$ cat src/rtl/bpm_pkg.sv
package bpm_pkg;
  typedef enum logic [1:0] {
    ACC_FETCH = 2'b00,
    ACC_MEM   = 2'b01,
    ACC_IO    = 2'b10,
    ACC_RSVD  = 2'b11
  } accKindT;

  localparam logic [1:0] BP_EXEC = 2'b00;
  localparam logic [1:0] BP_WR   = 2'b01;
  localparam logic [1:0] BP_IO   = 2'b10;
  localparam logic [1:0] BP_RW   = 2'b11;

  localparam logic [1:0] SEL_MODE  = 2'd0;
  localparam logic [1:0] SEL_MATCH = 2'd1;
  localparam logic [1:0] SEL_DMASK = 2'd2;
  localparam logic [1:0] SEL_AMASK = 2'd3;

  // strobes from the control side to the compare datapath
  typedef struct packed {
    logic       armed;
    logic [1:0] needKind;
    logic       useAddr;
    logic       useData;
    logic       invData;
    logic       onRead;
    logic       onWrite;
  } modeStrbT;
endpackage

$ cat src/rtl/bpm_ctrl.sv
module bpm_ctrl
  import bpm_pkg::*;
#(
  parameter int DATA_W  = 32,
  parameter int AMASK_W = 12,
  parameter int CTL_W   = 8,
  parameter logic [31:0] ACCESS_KEY = 32'h9C5A_203A
) (
  input  logic               clk,
  input  logic               rstN,
  input  logic               cfgValid,
  input  logic               cfgWrite,
  input  logic [1:0]         cfgSel,
  input  logic [31:0]        cfgKey,
  input  logic [DATA_W-1:0]  cfgWdata,
  output logic [DATA_W-1:0]  cfgRdata,
  output logic               cfgFault,
  input  logic [1:0]         bpKind,
  input  logic               bpLocalEn,
  input  logic               bpGlobalEn,
  input  logic               dbgExtEn,
  output logic [DATA_W-1:0]  matchVal,
  output logic [DATA_W-1:0]  dataMask,
  output logic [AMASK_W-1:0] addrMask,
  output modeStrbT           strb
);
  localparam int CTL_PAD = DATA_W - CTL_W;
  localparam int AM_PAD  = DATA_W - AMASK_W;

  logic [CTL_W-1:0] modeReg;
  logic [CTL_W-1:0] effMode;
  logic             keyOk;
  logic             isIo;

  assign keyOk = (cfgKey == ACCESS_KEY);
  assign isIo  = (bpKind == BP_IO);

  // register file behind the key
  always_ff @(posedge clk) begin
    if (!rstN) begin
      modeReg  <= '0;
      matchVal <= '0;
      dataMask <= '0;
      addrMask <= '0;
      cfgRdata <= '0;
      cfgFault <= 1'b0;
    end else begin
      cfgFault <= cfgValid && !keyOk;
      cfgRdata <= '0;
      if (cfgValid && keyOk) begin
        if (cfgWrite) begin
          case (cfgSel)
            SEL_MODE:  modeReg  <= cfgWdata[CTL_W-1:0];
            SEL_MATCH: matchVal <= cfgWdata;
            SEL_DMASK: dataMask <= cfgWdata;
            default:   addrMask <= cfgWdata[AMASK_W-1:0];
          endcase
        end else begin
          case (cfgSel)
            SEL_MODE:  cfgRdata <= {{CTL_PAD{1'b0}}, modeReg};
            SEL_MATCH: cfgRdata <= matchVal;
            SEL_DMASK: cfgRdata <= dataMask;
            default:   cfgRdata <= {{AM_PAD{1'b0}}, addrMask};
          endcase
        end
      end
    end
  end

  // bit 3 of the mode only means something for I/O breakpoints
  always_comb begin
    effMode    = modeReg;
    effMode[3] = isIo ? modeReg[3] : 1'b0;
  end

  // mode decode into datapath strobes
  always_comb begin
    strb.armed    = (bpLocalEn || bpGlobalEn) && (!isIo || dbgExtEn);
    strb.useAddr  = 1'b1;
    strb.useData  = 1'b0;
    strb.invData  = 1'b0;
    strb.onRead   = 1'b1;
    strb.onWrite  = 1'b1;
    if (bpKind == BP_EXEC) begin
      strb.needKind = ACC_FETCH;
    end else begin
      strb.needKind = isIo ? ACC_IO : ACC_MEM;
      strb.onRead   = (bpKind != BP_WR);
      case (effMode)
        CTL_W'(1): begin
          strb.useAddr = 1'b0;
          strb.useData = 1'b1;
          strb.onRead  = 1'b0;
        end
        CTL_W'(2), CTL_W'(3): begin
          strb.useData = 1'b1;
          strb.invData = effMode[0];
          strb.onRead  = 1'b0;
        end
        CTL_W'(8), CTL_W'(9): begin
          strb.useData = 1'b1;
          strb.invData = effMode[0];
          strb.onRead  = 1'b1;
          strb.onWrite = 1'b0;
        end
        default: ;
      endcase
    end
  end

  assert_fault_on_bad_key_R2: assert property (@(posedge clk) disable iff (!rstN)
    (cfgValid && cfgKey != ACCESS_KEY) |=> cfgFault);

  assert_regs_kept_on_bad_key_R2: assert property (@(posedge clk) disable iff (!rstN)
    (cfgValid && cfgWrite && cfgKey != ACCESS_KEY) |=>
      ($stable(modeReg) && $stable(matchVal) && $stable(dataMask) && $stable(addrMask)));

  assert_mem_never_read_only_R11: assert property (@(posedge clk) disable iff (!rstN)
    (bpKind != BP_IO) |-> !(strb.onRead && !strb.onWrite));

  assert_no_addr_needs_data_R9: assert property (@(posedge clk) disable iff (!rstN)
    !strb.useAddr |-> (strb.useData && !strb.onRead));
endmodule

$ cat src/rtl/bpm_dp.sv
module bpm_dp
  import bpm_pkg::*;
#(
  parameter int ADDR_W  = 32,
  parameter int DATA_W  = 32,
  parameter int AMASK_W = 12
) (
  input  logic               clk,
  input  logic               rstN,
  input  logic               accValid,
  input  logic [ADDR_W-1:0]  accAddr,
  input  logic [DATA_W-1:0]  accData,
  input  logic [1:0]         accKind,
  input  logic               accWrite,
  input  logic [ADDR_W-1:0]  bpAddr,
  input  logic [DATA_W-1:0]  matchVal,
  input  logic [DATA_W-1:0]  dataMask,
  input  logic [AMASK_W-1:0] addrMask,
  input  modeStrbT           strb,
  output logic               hit
);
  logic [ADDR_W-1:0] addrBitOk;
  logic [DATA_W-1:0] dataBitOk;
  logic addrOk, dataOk, dirOk, kindOk, fire;

  for (genvar g = 0; g < ADDR_W; g++) begin : gAddrBit
    if (g < AMASK_W) begin : gMasked
      assign addrBitOk[g] = (accAddr[g] == bpAddr[g]) | addrMask[g];
    end else begin : gExact
      assign addrBitOk[g] = (accAddr[g] == bpAddr[g]);
    end
  end

  assign dataBitOk = ~(accData ^ matchVal) | dataMask;
  assign addrOk    = &addrBitOk;
  assign dataOk    = &dataBitOk;
  assign dirOk     = accWrite ? strb.onWrite : strb.onRead;
  assign kindOk    = (accKind == strb.needKind);
  assign fire      = accValid && strb.armed && kindOk && dirOk &&
                     (!strb.useAddr || addrOk) &&
                     (!strb.useData || (dataOk ^ strb.invData));

  always_ff @(posedge clk) begin
    if (!rstN) hit <= 1'b0;
    else       hit <= fire;
  end

  assert_hit_after_event_R12: assert property (@(posedge clk) disable iff (!rstN)
    hit |-> $past(accValid));

  assert_hit_needs_arm_R4: assert property (@(posedge clk) disable iff (!rstN)
    hit |-> $past(strb.armed));

  assert_hit_class_R13: assert property (@(posedge clk) disable iff (!rstN)
    hit |-> $past(accKind == strb.needKind));

  assert_write_only_mode_R7: assert property (@(posedge clk) disable iff (!rstN)
    hit |-> !$past(strb.onWrite && !strb.onRead && !accWrite));
endmodule

$ cat src/rtl/bp_match_unit.sv
module bp_match_unit
  import bpm_pkg::*;
#(
  parameter int ADDR_W  = 32,
  parameter int DATA_W  = 32,
  parameter int AMASK_W = 12,
  parameter int CTL_W   = 8,
  parameter logic [31:0] ACCESS_KEY = 32'h9C5A_203A
) (
  input  logic              clk,
  input  logic              rstN,
  input  logic              cfgValid,
  input  logic              cfgWrite,
  input  logic [1:0]        cfgSel,
  input  logic [31:0]       cfgKey,
  input  logic [DATA_W-1:0] cfgWdata,
  output logic [DATA_W-1:0] cfgRdata,
  output logic              cfgFault,
  input  logic [ADDR_W-1:0] bpAddr,
  input  logic [1:0]        bpKind,
  input  logic              bpLocalEn,
  input  logic              bpGlobalEn,
  input  logic              dbgExtEn,
  input  logic              accValid,
  input  logic [ADDR_W-1:0] accAddr,
  input  logic [DATA_W-1:0] accData,
  input  logic [1:0]        accKind,
  input  logic              accWrite,
  output logic              hit
);
  logic [DATA_W-1:0]  matchVal;
  logic [DATA_W-1:0]  dataMask;
  logic [AMASK_W-1:0] addrMask;
  modeStrbT           strb;

  bpm_ctrl #(
    .DATA_W(DATA_W), .AMASK_W(AMASK_W), .CTL_W(CTL_W), .ACCESS_KEY(ACCESS_KEY)
  ) u_ctrl (
    .clk(clk), .rstN(rstN),
    .cfgValid(cfgValid), .cfgWrite(cfgWrite), .cfgSel(cfgSel), .cfgKey(cfgKey),
    .cfgWdata(cfgWdata), .cfgRdata(cfgRdata), .cfgFault(cfgFault),
    .bpKind(bpKind), .bpLocalEn(bpLocalEn), .bpGlobalEn(bpGlobalEn), .dbgExtEn(dbgExtEn),
    .matchVal(matchVal), .dataMask(dataMask), .addrMask(addrMask), .strb(strb)
  );

  bpm_dp #(
    .ADDR_W(ADDR_W), .DATA_W(DATA_W), .AMASK_W(AMASK_W)
  ) u_dp (
    .clk(clk), .rstN(rstN),
    .accValid(accValid), .accAddr(accAddr), .accData(accData),
    .accKind(accKind), .accWrite(accWrite),
    .bpAddr(bpAddr), .matchVal(matchVal), .dataMask(dataMask), .addrMask(addrMask),
    .strb(strb), .hit(hit)
  );
endmodule

$ cat config.mk
export PLATFORM = sky130hd
export DESIGN_NAME = bp_match_unit
export DESIGN_NICKNAME = d
export VERILOG_FILES = /design/src/rtl/bpm_pkg.sv /design/src/rtl/bpm_ctrl.sv /design/src/rtl/bpm_dp.sv /design/src/rtl/bp_match_unit.sv
export SDC_FILE = /design/constraint.sdc
export NUM_CORES = 1
export LEC_CHECK = 0
export BUFFER_PORTS_ARGS = -buffer_cell sky130_fd_sc_hd__buf_2
export CAP_MARGIN = 5
export CORE_ASPECT_RATIO = 1.25
export CORE_MARGIN = 2
export CORE_UTILIZATION = 27
export DETAILED_ROUTE_END_ITERATION = 12
export SETUP_SLACK_MARGIN = 0.15
export SYNTH_ARGS = -nofsm -noshare
export SYNTH_HDL_FRONTEND = slang
export SYNTH_HIERARCHICAL = 1
export SYNTH_SLANG_ARGS = --single-unit
$ cat constraint.sdc
create_clock -name clk -period 2 [get_ports clk]
set_clock_uncertainty 0.1 [all_clocks]
set_input_delay 0.2 -clock clk [delete_from_list [all_inputs] [get_ports clk]]
set_output_delay 0.2 -clock clk [all_outputs]
set_load 0.03 [all_outputs]
### Word level (Yosys, flattened, before mapping)

Cells that the tools add are included.

| storage, ports and cells | value |
|---|---|
| register bits | 118 |
| word-level logic and storage cells | 110 |
| output and inout bits | 34 |

| operators by class | value |
|---|---|
| equality and inequality tests | 43 |
| bitwise gates (word level) | 19 |
| mux-type cells | 11 |
| reduce and logical (&&, ||, !) cells | 30 |

Operators by type and width:

| cell | count |
|---|---|
| 32-bit one-hot mux with 3 select lines | 1 |
| 32-bit AND reduction | 2 |
| 1-bit == test | 32 |
| 32-bit == test (second input constant) | 1 |
| 32-bit NOT | 1 |
| 32-bit OR | 1 |
| 32-bit XOR | 1 |
| 8-bit by 2-bit == test with 1-bit output (second input constant) | 2 |
| 8-bit by 4-bit == test with 1-bit output (second input constant) | 2 |
| 1-bit OR | 12 |
| 3-bit AND reduction | 4 |
| 3-bit OR reduction | 3 |
| 8-bit by 1-bit == test with 1-bit output (second input constant) | 1 |
| 1-bit logical AND | 8 |
| 1-bit two-way mux | 6 |
| 5-bit two-way mux | 1 |
| 5-bit OR reduction | 1 |
| 2-bit == test (second input constant) | 2 |
| 1-bit zero test | 4 |
| 2-bit zero test | 2 |
| 1-bit logical OR | 4 |
| 2-bit two-way mux | 2 |
| 4-bit OR reduction | 1 |
| 1-bit NOT | 3 |
| 6 further kinds | 6 |

### Logic depth before layout (Yosys ltp)

Gate-level depths: netlist of run 1.

| depth | value |
|---|---|
| depth after elaboration | 10 |
| gate-level depth with buffers | 7 |

### Modules after synthesis

Netlist of run 1, hierarchy kept.

By module, submodules not included:

| module | area an instance (um^2) | times used | cells an instance |
|---|---|---|---|
| bpm_ctrl | 4750.8 | 1 | 467 |
| bpm_dp | 867.1 | 1 | 108 |

### Worst setup path before layout of run 1

Ideal clock, no wire load.

| timing path | value |
|---|---|
| kind | register to register |
| start | register u_ctrl.modeReg[2] |
| end | register u_dp.hit |
| cell stages (with the launch flop) | 6 |
| required time | 1.814 ns |
| slack | 0.203 ns |
| clock period less this slack | 1.797 ns |
| arrival | 1.610 ns |
| library setup time | 0.086 ns |
| cell sequence | dfxtp_1 > or4_1 > nor2_1 > nand2_1 > or3_1 > a221oi_2 |

RTL lines:

| what | line | source |
|---|---|---|
| start, declared | bpm_ctrl.sv:30 | `logic [CTL_W-1:0] modeReg;` |
| start signal, assigned | bpm_ctrl.sv:53 | `SEL_MODE: modeReg <= cfgWdata[CTL_W-1:0];` |
| end signal, assigned | bpm_dp.sv:45 | `else hit <= fire;` |
| end, declared | bpm_dp.sv:20 | `output logic hit` |

==> flow_summary_export.csv, run 1 <==
group,metric,value,unit
cts,htree_levels,4,
cts,worstSkewPairLatency,0.41,ns
cells_and_area,drive_gt1_frac,0.377,
worst_setup_path,cp_max_fo,3,
routing,drt_iter0_drc,202,
routing,wl_per_cell,15.7,um
yosys,ys_types,34,
hold_path,min_to,"u_ctrl/matchVal[7]",
yosys,yosys_warnings,6,
hold_path,hold_path_startpoint,"cfgWdata[7]",
cells_and_area,instances_no_fill,1101,
global_route,gr-usage-all-layers,0.155,
cts,cts_max_path_buffers,2,
worst_setup_path,path_class,"flip-flop to flip-flop",
cells_and_area,fin_nets,989,
timing,rsz0062_at_grt,"yes",
timing,slew_headroom,0.722,
worst_setup_path,max_stage_delay,0.57,ns
cts,clock_sinks,118,
place,place.gp.congestion,0.778,
power,p_per_area,753,nW/um2
cells_and_area,nFillCells,2062,
worst_setup_path,r2r_setup_slack,0.13,ns
die,die_w,133,um
worst_setup_path,critPathTopFamily,"simple AND/OR/NAND/NOR gates",
timing,min_period_over_period,0.933,
worst_setup_path,r2r_cells,5,
worst_setup_path,cp_data_arrival_time,2.09,ns
die,ioPinCount,209,
global_route,overflow,0,
yosys,syn_inst,575,
worst_setup_path,crit_chain,"or4_4, nor2_4, nand2_1, or3_1, a221oi_2",
timing,hold_viol_final,0,
routing,viasPerCell,4.43,
timing,fin_crit,1.87,ns
cells_and_area,syn_to_final_growth,42.8,%
worst_setup_path,r2r-start,"u_ctrl/modeReg[6]",
worst_setup_path,r2r-end,"u_dp/hit",
routing,vias,4878,
cts,cts_tree,"yes",
cts,cts_buffers,17,
routing,drtAntennaViolNets,0,
place,hpwl,12500,um
worst_setup_path,cp.buffers_inverters,0,
routing,drc,0,
die,dieArea,22000,um2
place,port-buffer-count,208,
die,core_area,20600,um2
routing,first_pass_iters,4,
worst_setup_path,setup.worst_path.end_class,"flip-flop",
worst_setup_path,cp.required,2.23,ns
power,vdd_drop_max,0.588,mV
hold_path,hp-class,"input port to flip-flop",
global_route,grt_pass1_vias,4781,
global_route,grt_max_degree,94,
yosys,syn_nets,750,
routing,routed_wl,17300,um
yosys,ys_ff_latch,118,
timing,fmax,536,MHz
run_status,status,"finished, final reports clean",
run,cap_violations,0,
die,num_rows,59,
timing,setup_viol,0,
die,dieHeight,165,um
global_route,antenna_found_initial,1,
timing,maxSlewViolCount,0,
place,dp_cells,1043,
die,start_util,0.273,
timing,tightest_slew,0.417,ns
global_route,grt_pass1_wl,25900,um
timing,fin_setup_tns,0,ns
hold_path,whs_path_depth,3,
yosys,synth_area,5620,um2
yosys,syn_avg_cell_area,9.77,um2
cts,cts.clk_slew.worst_paths,0.06,ns
power,p_leak,3.09,nW
yosys,seq_area_frac_synth,0.420,
cts,cts_root_buf,"clkbuf_16",
worst_setup_path,start_kind,"flip-flop",
worst_setup_path,crit_slowest_cell,"or4_4",
[repair_timing]
action | 4_1_cts | 5_1_grt
cloned | 0 | 0
endpoints found under the setup margin | 1 | 1
setup buffers | 2 | 0
endpoints found under the hold margin | 45 | 0
hold buffers | 24 | 0
pin swaps | 12 | 4
resized for setup | 17 | 7
[state kept, by name, summed over array words and instances (netlist names)]
signal           count
u_ctrl/matchVal     32
u_ctrl/addrMask     12
u_ctrl/cfgFault      1
u_ctrl/modeReg       8
u_ctrl/cfgRdata     32
u_dp/hit             1
u_ctrl/dataMask     32
[worst reg2reg max path, stage by stage, from the launching register on]
cell and delay (ns):
dfxtp_1 0.32, or4_4 0.57, nor2_4 0.12, nand2_1 0.08, or3_1 0.36, a221oi_2 0.24
[metrics by stage]
step | utilization | cell area (um2) | total power, mW | hold WS, ns | setup slack [ns]
6_report | 0.389 | 8020 | 6.04 | 0.0405 | 0.135
5_1_grt | 0.389 | 8020 | 6.26 | 0.0360 | 0.0602
4_1_cts | 0.388 | 7980 | 6.09 | 0.0242 | 0.129
3_5_place_dp | 0.343 | 7060 | 2.89 | 0.367 | -0.0361
3_3_place_gp | 0.343 | 7060 | 2.89 | 0.356 | 0.0166
2_1_floorplan | - | 5620 | 2.63 | 0.228 | 0.203
[kinds of logic after synthesis]
logic type | after synthesis | synth area share
and+or+nand+nor | 201 | 0.183
DFF | 118 | 0.420
muxes | 97 | 0.192
xor gates and xnor gates | 67 | 0.104
AOI/OAI and AO/OA | 54 | 0.0659
buffers and inverters | 38 | 0.0347
[where the power goes]
| part | switching, mW | total [mW] | internal (mW) | leakage (nW) |
|---|---|---|---|---|
| sequential | 0.000167 | 2.35 | 2.35 | 0.956 |
| combinational | 0.251 | 0.531 | 0.280 | 1.85 |
| clock | 1.14 | 3.16 | 2.02 | 0.284 |
| total | 1.39 | 6.04 | 4.65 | 3.09 |
[worst max-delay path by stage]
stage,startpoint,cells after the start,endpoint,slack [ns]
6_report,u_ctrl/modeReg[6],5,u_dp/hit,0.13
2_1_floorplan,u_ctrl/modeReg[2],5,u_dp/hit,0.20
3_5_place_dp,cfgKey[10],7,u_ctrl/dataMask[13],-0.04
4_1_cts,u_ctrl/matchVal[12],7,u_dp/hit,0.13
3_3_place_gp,u_ctrl/modeReg[2],5,u_dp/hit,0.02
5_1_grt,u_ctrl/modeReg[6],5,u_dp/hit,0.06
[synthesized netlist by cell type]
cell        n  area (um2)
a21o_1      1        7.51
mux2_2      4        45.0
a21oi_1     4        20.0
nor4_1      7        43.8
a22oi_1    24         180
nand4b_1    1        8.76
nor4b_1     1        8.76
or3_1       1        6.26
clkbuf_1   22        82.6
nand3_1     2        10.0
nor2_1     30         113
o22ai_1    22         138
xnor2_1    64         561
nand4_4     2        42.5
nor2b_1    12        75.1
mux2i_1    85         851
inv_1       3        11.3
buf_6       3        33.8
dfxtp_1   118        2360
buf_4       7        52.6
and4b_1     1        10.0
nor4_2      1        12.5
a221oi_2    1        15.0
nand4_1     6        37.5
nor4_4      2        42.5
nor4b_4     3        71.3
o21ai_0     2        10.0
or4_1       3        22.5
xor2_1      3        26.3
nor3_1      3        15.0
mux4_2      8         180
and4bb_2    4        50.1
buf_2       3        15.0
nand2_1   122         458
[cells in the final DEF (no fill, tap or decap), types with 4 or more instances in the layout]
| master | count |
|---|---|
| clkinvlp_4 | 4 |
| mux2i_1 | 85 |
| nand4_1 | 6 |
| a22oi_1 | 24 |
| and4bb_2 | 4 |
| nor4_1 | 4 |
| buf_2 | 207 |
| xnor2_2 | 5 |
| buf_4 | 19 |
| xnor2_1 | 59 |
| dfxtp_1 | 108 |
| buf_12 | 5 |
| nand2_1 | 122 |
| a21oi_1 | 4 |
| clkbuf_16 | 17 |
| nor2_1 | 29 |
| o22ai_1 | 20 |
| mux4_2 | 8 |
| mux2_2 | 4 |
| nor2b_1 | 10 |
| dlygate4sd3_1 | 24 |
| dfxtp_2 | 9 |
[final cells by class]
type	instances	area [um2]	area share
Multi-Input combinational cell	419	3160	0.394
Sequential cell	118	2380	0.296
Timing Repair Buffer	255	1520	0.189
Clock buffer	20	457	0.0569
Tap cell	274	343	0.0427
Clock inverter	11	151	0.0189
Inverter	3	11.3	0.00140
Antenna cell	1	2.50	0.000312
[layer usage]
metal  track usage  part of all wire  wire length [um]
met1         0.189              0.43              7500
met2         0.261              0.48              8360
met3        0.0507             0.068              1170
met4        0.0479             0.013               227
met5             0                 0                 0
Note: power is estimated with default switching activity, not from simulation.
==> run 2: changes to the inputs <==
BUFFER_PORTS_ARGS = not set   (was -buffer_cell sky130_fd_sc_hd__buf_2)
DONT_BUFFER_PORTS = 1   (was not set)
==> run 2 against run 1 <==
Compared with the run above: clock power barely moved; flip-flop and latch count did not move; utilization fell by 2.4 points; highest routed layer unchanged.
==> flow_summary_export.csv, run 2 (same netlist as run 1, synthesis figures left out) <==
group,metric,value,unit
worst_setup_path,cp_max_fo,3,
worst_setup_path,crit_slowest_cell,"or4_4",
timing,min_period_over_period,0.954,
timing,hold_viol_final,0,
worst_setup_path,r2r-start,"u_ctrl/modeReg[2]",
timing,holdWs,0.0195,ns
routing,wl_per_cell,18.7,um
worst_setup_path,cp.depth,5,
worst_setup_path,cp_data_arrival_time,2.13,ns
timing,tightest_slew,0.676,ns
hold_path,hold_path_startpoint,"cfgSel[1]",
place,place.gp.congestion,0.777,
worst_setup_path,setup.worst_path.end_class,"flip-flop",
die,num_rows,59,
cells_and_area,final_util,0.366,
global_route,grt_pass1_wl,26900,um
global_route,overflow,0,
routing,viasPerCell,4.78,
run,cap_violations,0,
cells_and_area,drive_gt1_frac,0.145,
worst_setup_path,r2r_setup_slack,0.09,ns
cells_and_area,mostFrequentLayoutCells,"nand2_1 (122), dfxtp_1 (108), mux2i_1 (85)",
die,core_area,20600,um2
cts,cts_buffers,17,
global_route,grt_max_degree,75,
cells_and_area,top_regs,"u_ctrl/cfgRdata (32), u_ctrl/dataMask (32), u_ctrl/matchVal (32)",
hold_path,min_to,"u_ctrl/cfgRdata[11]",
place,hpwl,12000,um
cts,clock_sinks,118,
routing,vias,4543,
die,dieArea,22000,um2
global_route,gr-usage-all-layers,0.163,
cts,worstSkewPairLatency,0.42,ns
power,p_per_area,779,nW/um2
routing,first_pass_iters,4,
routing,routed_wl,17700,um
routing,drc,0,
die,start_util,0.273,
worst_setup_path,critPathTopFamily,"simple AND/OR/NAND/NOR gates",
global_route,grt_pass1_vias,4759,
worst_setup_path,r2r-end,"u_dp/hit",
cts,cts_root_buf,"clkbuf_16",
worst_setup_path,max_stage_delay,0.57,ns
timing,fin_crit,1.91,ns
timing,setup_viol,0,
cells_and_area,syn_to_final_growth,34.1,%
worst_setup_path,start_kind,"flip-flop",
cts,cts.clk_slew.worst_paths,0.06,ns
cts,cts_tree,"yes",
die,die_w,133,um
die,ioPinCount,209,
routing,drt_iter0_drc,185,
cts,cts_max_path_buffers,2,
routing,drtAntennaViolNets,0,
worst_setup_path,r2r_cells,5,
worst_setup_path,path_class,"flip-flop to flip-flop",
power,power,5.87,mW
cts,htree_levels,4,
global_route,antenna_found_initial,1,
hold_path,hp-class,"input port to flip-flop",
run_status,status,"finished, final reports clean",
timing,fmax,524,MHz
cells_and_area,final_common_cell,"nand2_1",
hold_path,whs_path_depth,3,
worst_setup_path,cp.required,2.22,ns
timing,maxSlewViolCount,0,
timing,slew_headroom,0.549,
die,dieHeight,165,um
cells_and_area,fin_nets,837,
worst_setup_path,cp.buffers_inverters,0,
place,port-buffer-count,0,
power,p_leak,2.35,nW
timing,rsz0062_at_grt,"yes",
worst_setup_path,crit_chain,"or4_4, nor2_4, nand2_1, or3_1, a221oi_2",
power,vdd_drop_max,0.452,mV
-- run 2: cell types whose count changed in the layout (fill, tap and decap cells not counted), moves of 2 or more --
cell           previous run  this run
nor4_1                    4         6
buf_4                    19        15
dlygate4sd3_1            24        83
buf_2                   207         0
nor4_2                    3         1
inv_6                     0         3
buf_12                    5         3
-- run 2: what timing repair did --
item | 4_1_cts | 5_1_grt
hold endpoints to repair | 98 | 0
buffers inserted | 1 | 1
hold buffers | 86 | 0
gates resized for setup | 15 | 8
endpoints found under the setup margin | 1 | 5
pin swaps | 8 | 4
gates cloned | 0 | 0
-- run 2: worst register-to-register path, delay by kind of cell (launching register included) --
family           cells  cell delay [ns]
AO/OA/AOI/OAI        1             0.26
flip-flops           1             0.30
AND/OR/NAND/NOR      4             1.16
-- run 2: worst max-delay path by stage --
stage	start	to
CTS	u_ctrl/matchVal[22]	u_dp/hit
detailed placement	u_ctrl/matchVal[7]	u_dp/hit
global placement	u_ctrl/matchVal[2]	u_dp/hit
floorplan	u_ctrl/modeReg[2]	u_dp/hit
finish	u_ctrl/modeReg[2]	u_dp/hit
global route	u_ctrl/matchVal[22]	u_dp/hit
-- run 2: per-layer routing --
layer	GRT usage	routed length (um)	up-vias
met2	0.280	8770	157
met3	0.0559	1300	23
li1	-	-	2177
met4	0.0679	404	0
met5	0	0	-
met1	0.185	7260	2186
-- run 2: per-stage QoR --
step	worst slack, ns	setup TNS [ns]	area, um2	cells
floorplan	0.203	0	5620	575
global placement	0.0171	0	5950	830
detailed placement	-0.0476	-0.0476	5950	830
CTS	0.109	0	7520	949
global route	-0.00787	-0.00787	7530	950
finish	0.0920	0	7530	950
-- run 2: cell type report --
type | instances | area [um2]
inverter | 3 | 11.3
sequential | 118 | 2380
timing repair buffer | 103 | 1040
fill | 2074 | 13100
clock buffer | 18 | 439
multi-input combinational | 419 | 3140
tap | 274 | 343
clock inverter | 14 | 175
antenna | 1 | 2.50
-- run 2: where the power goes --
| group | leakage [nW] | switching (mW) | internal [mW] |
|---|---|---|---|
| combinational | 1.10 | 0.155 | 0.190 |
| sequential | 0.956 | 0.00250 | 2.35 |
| clock | 0.293 | 1.17 | 2.00 |
| total | 2.35 | 1.33 | 4.54 |
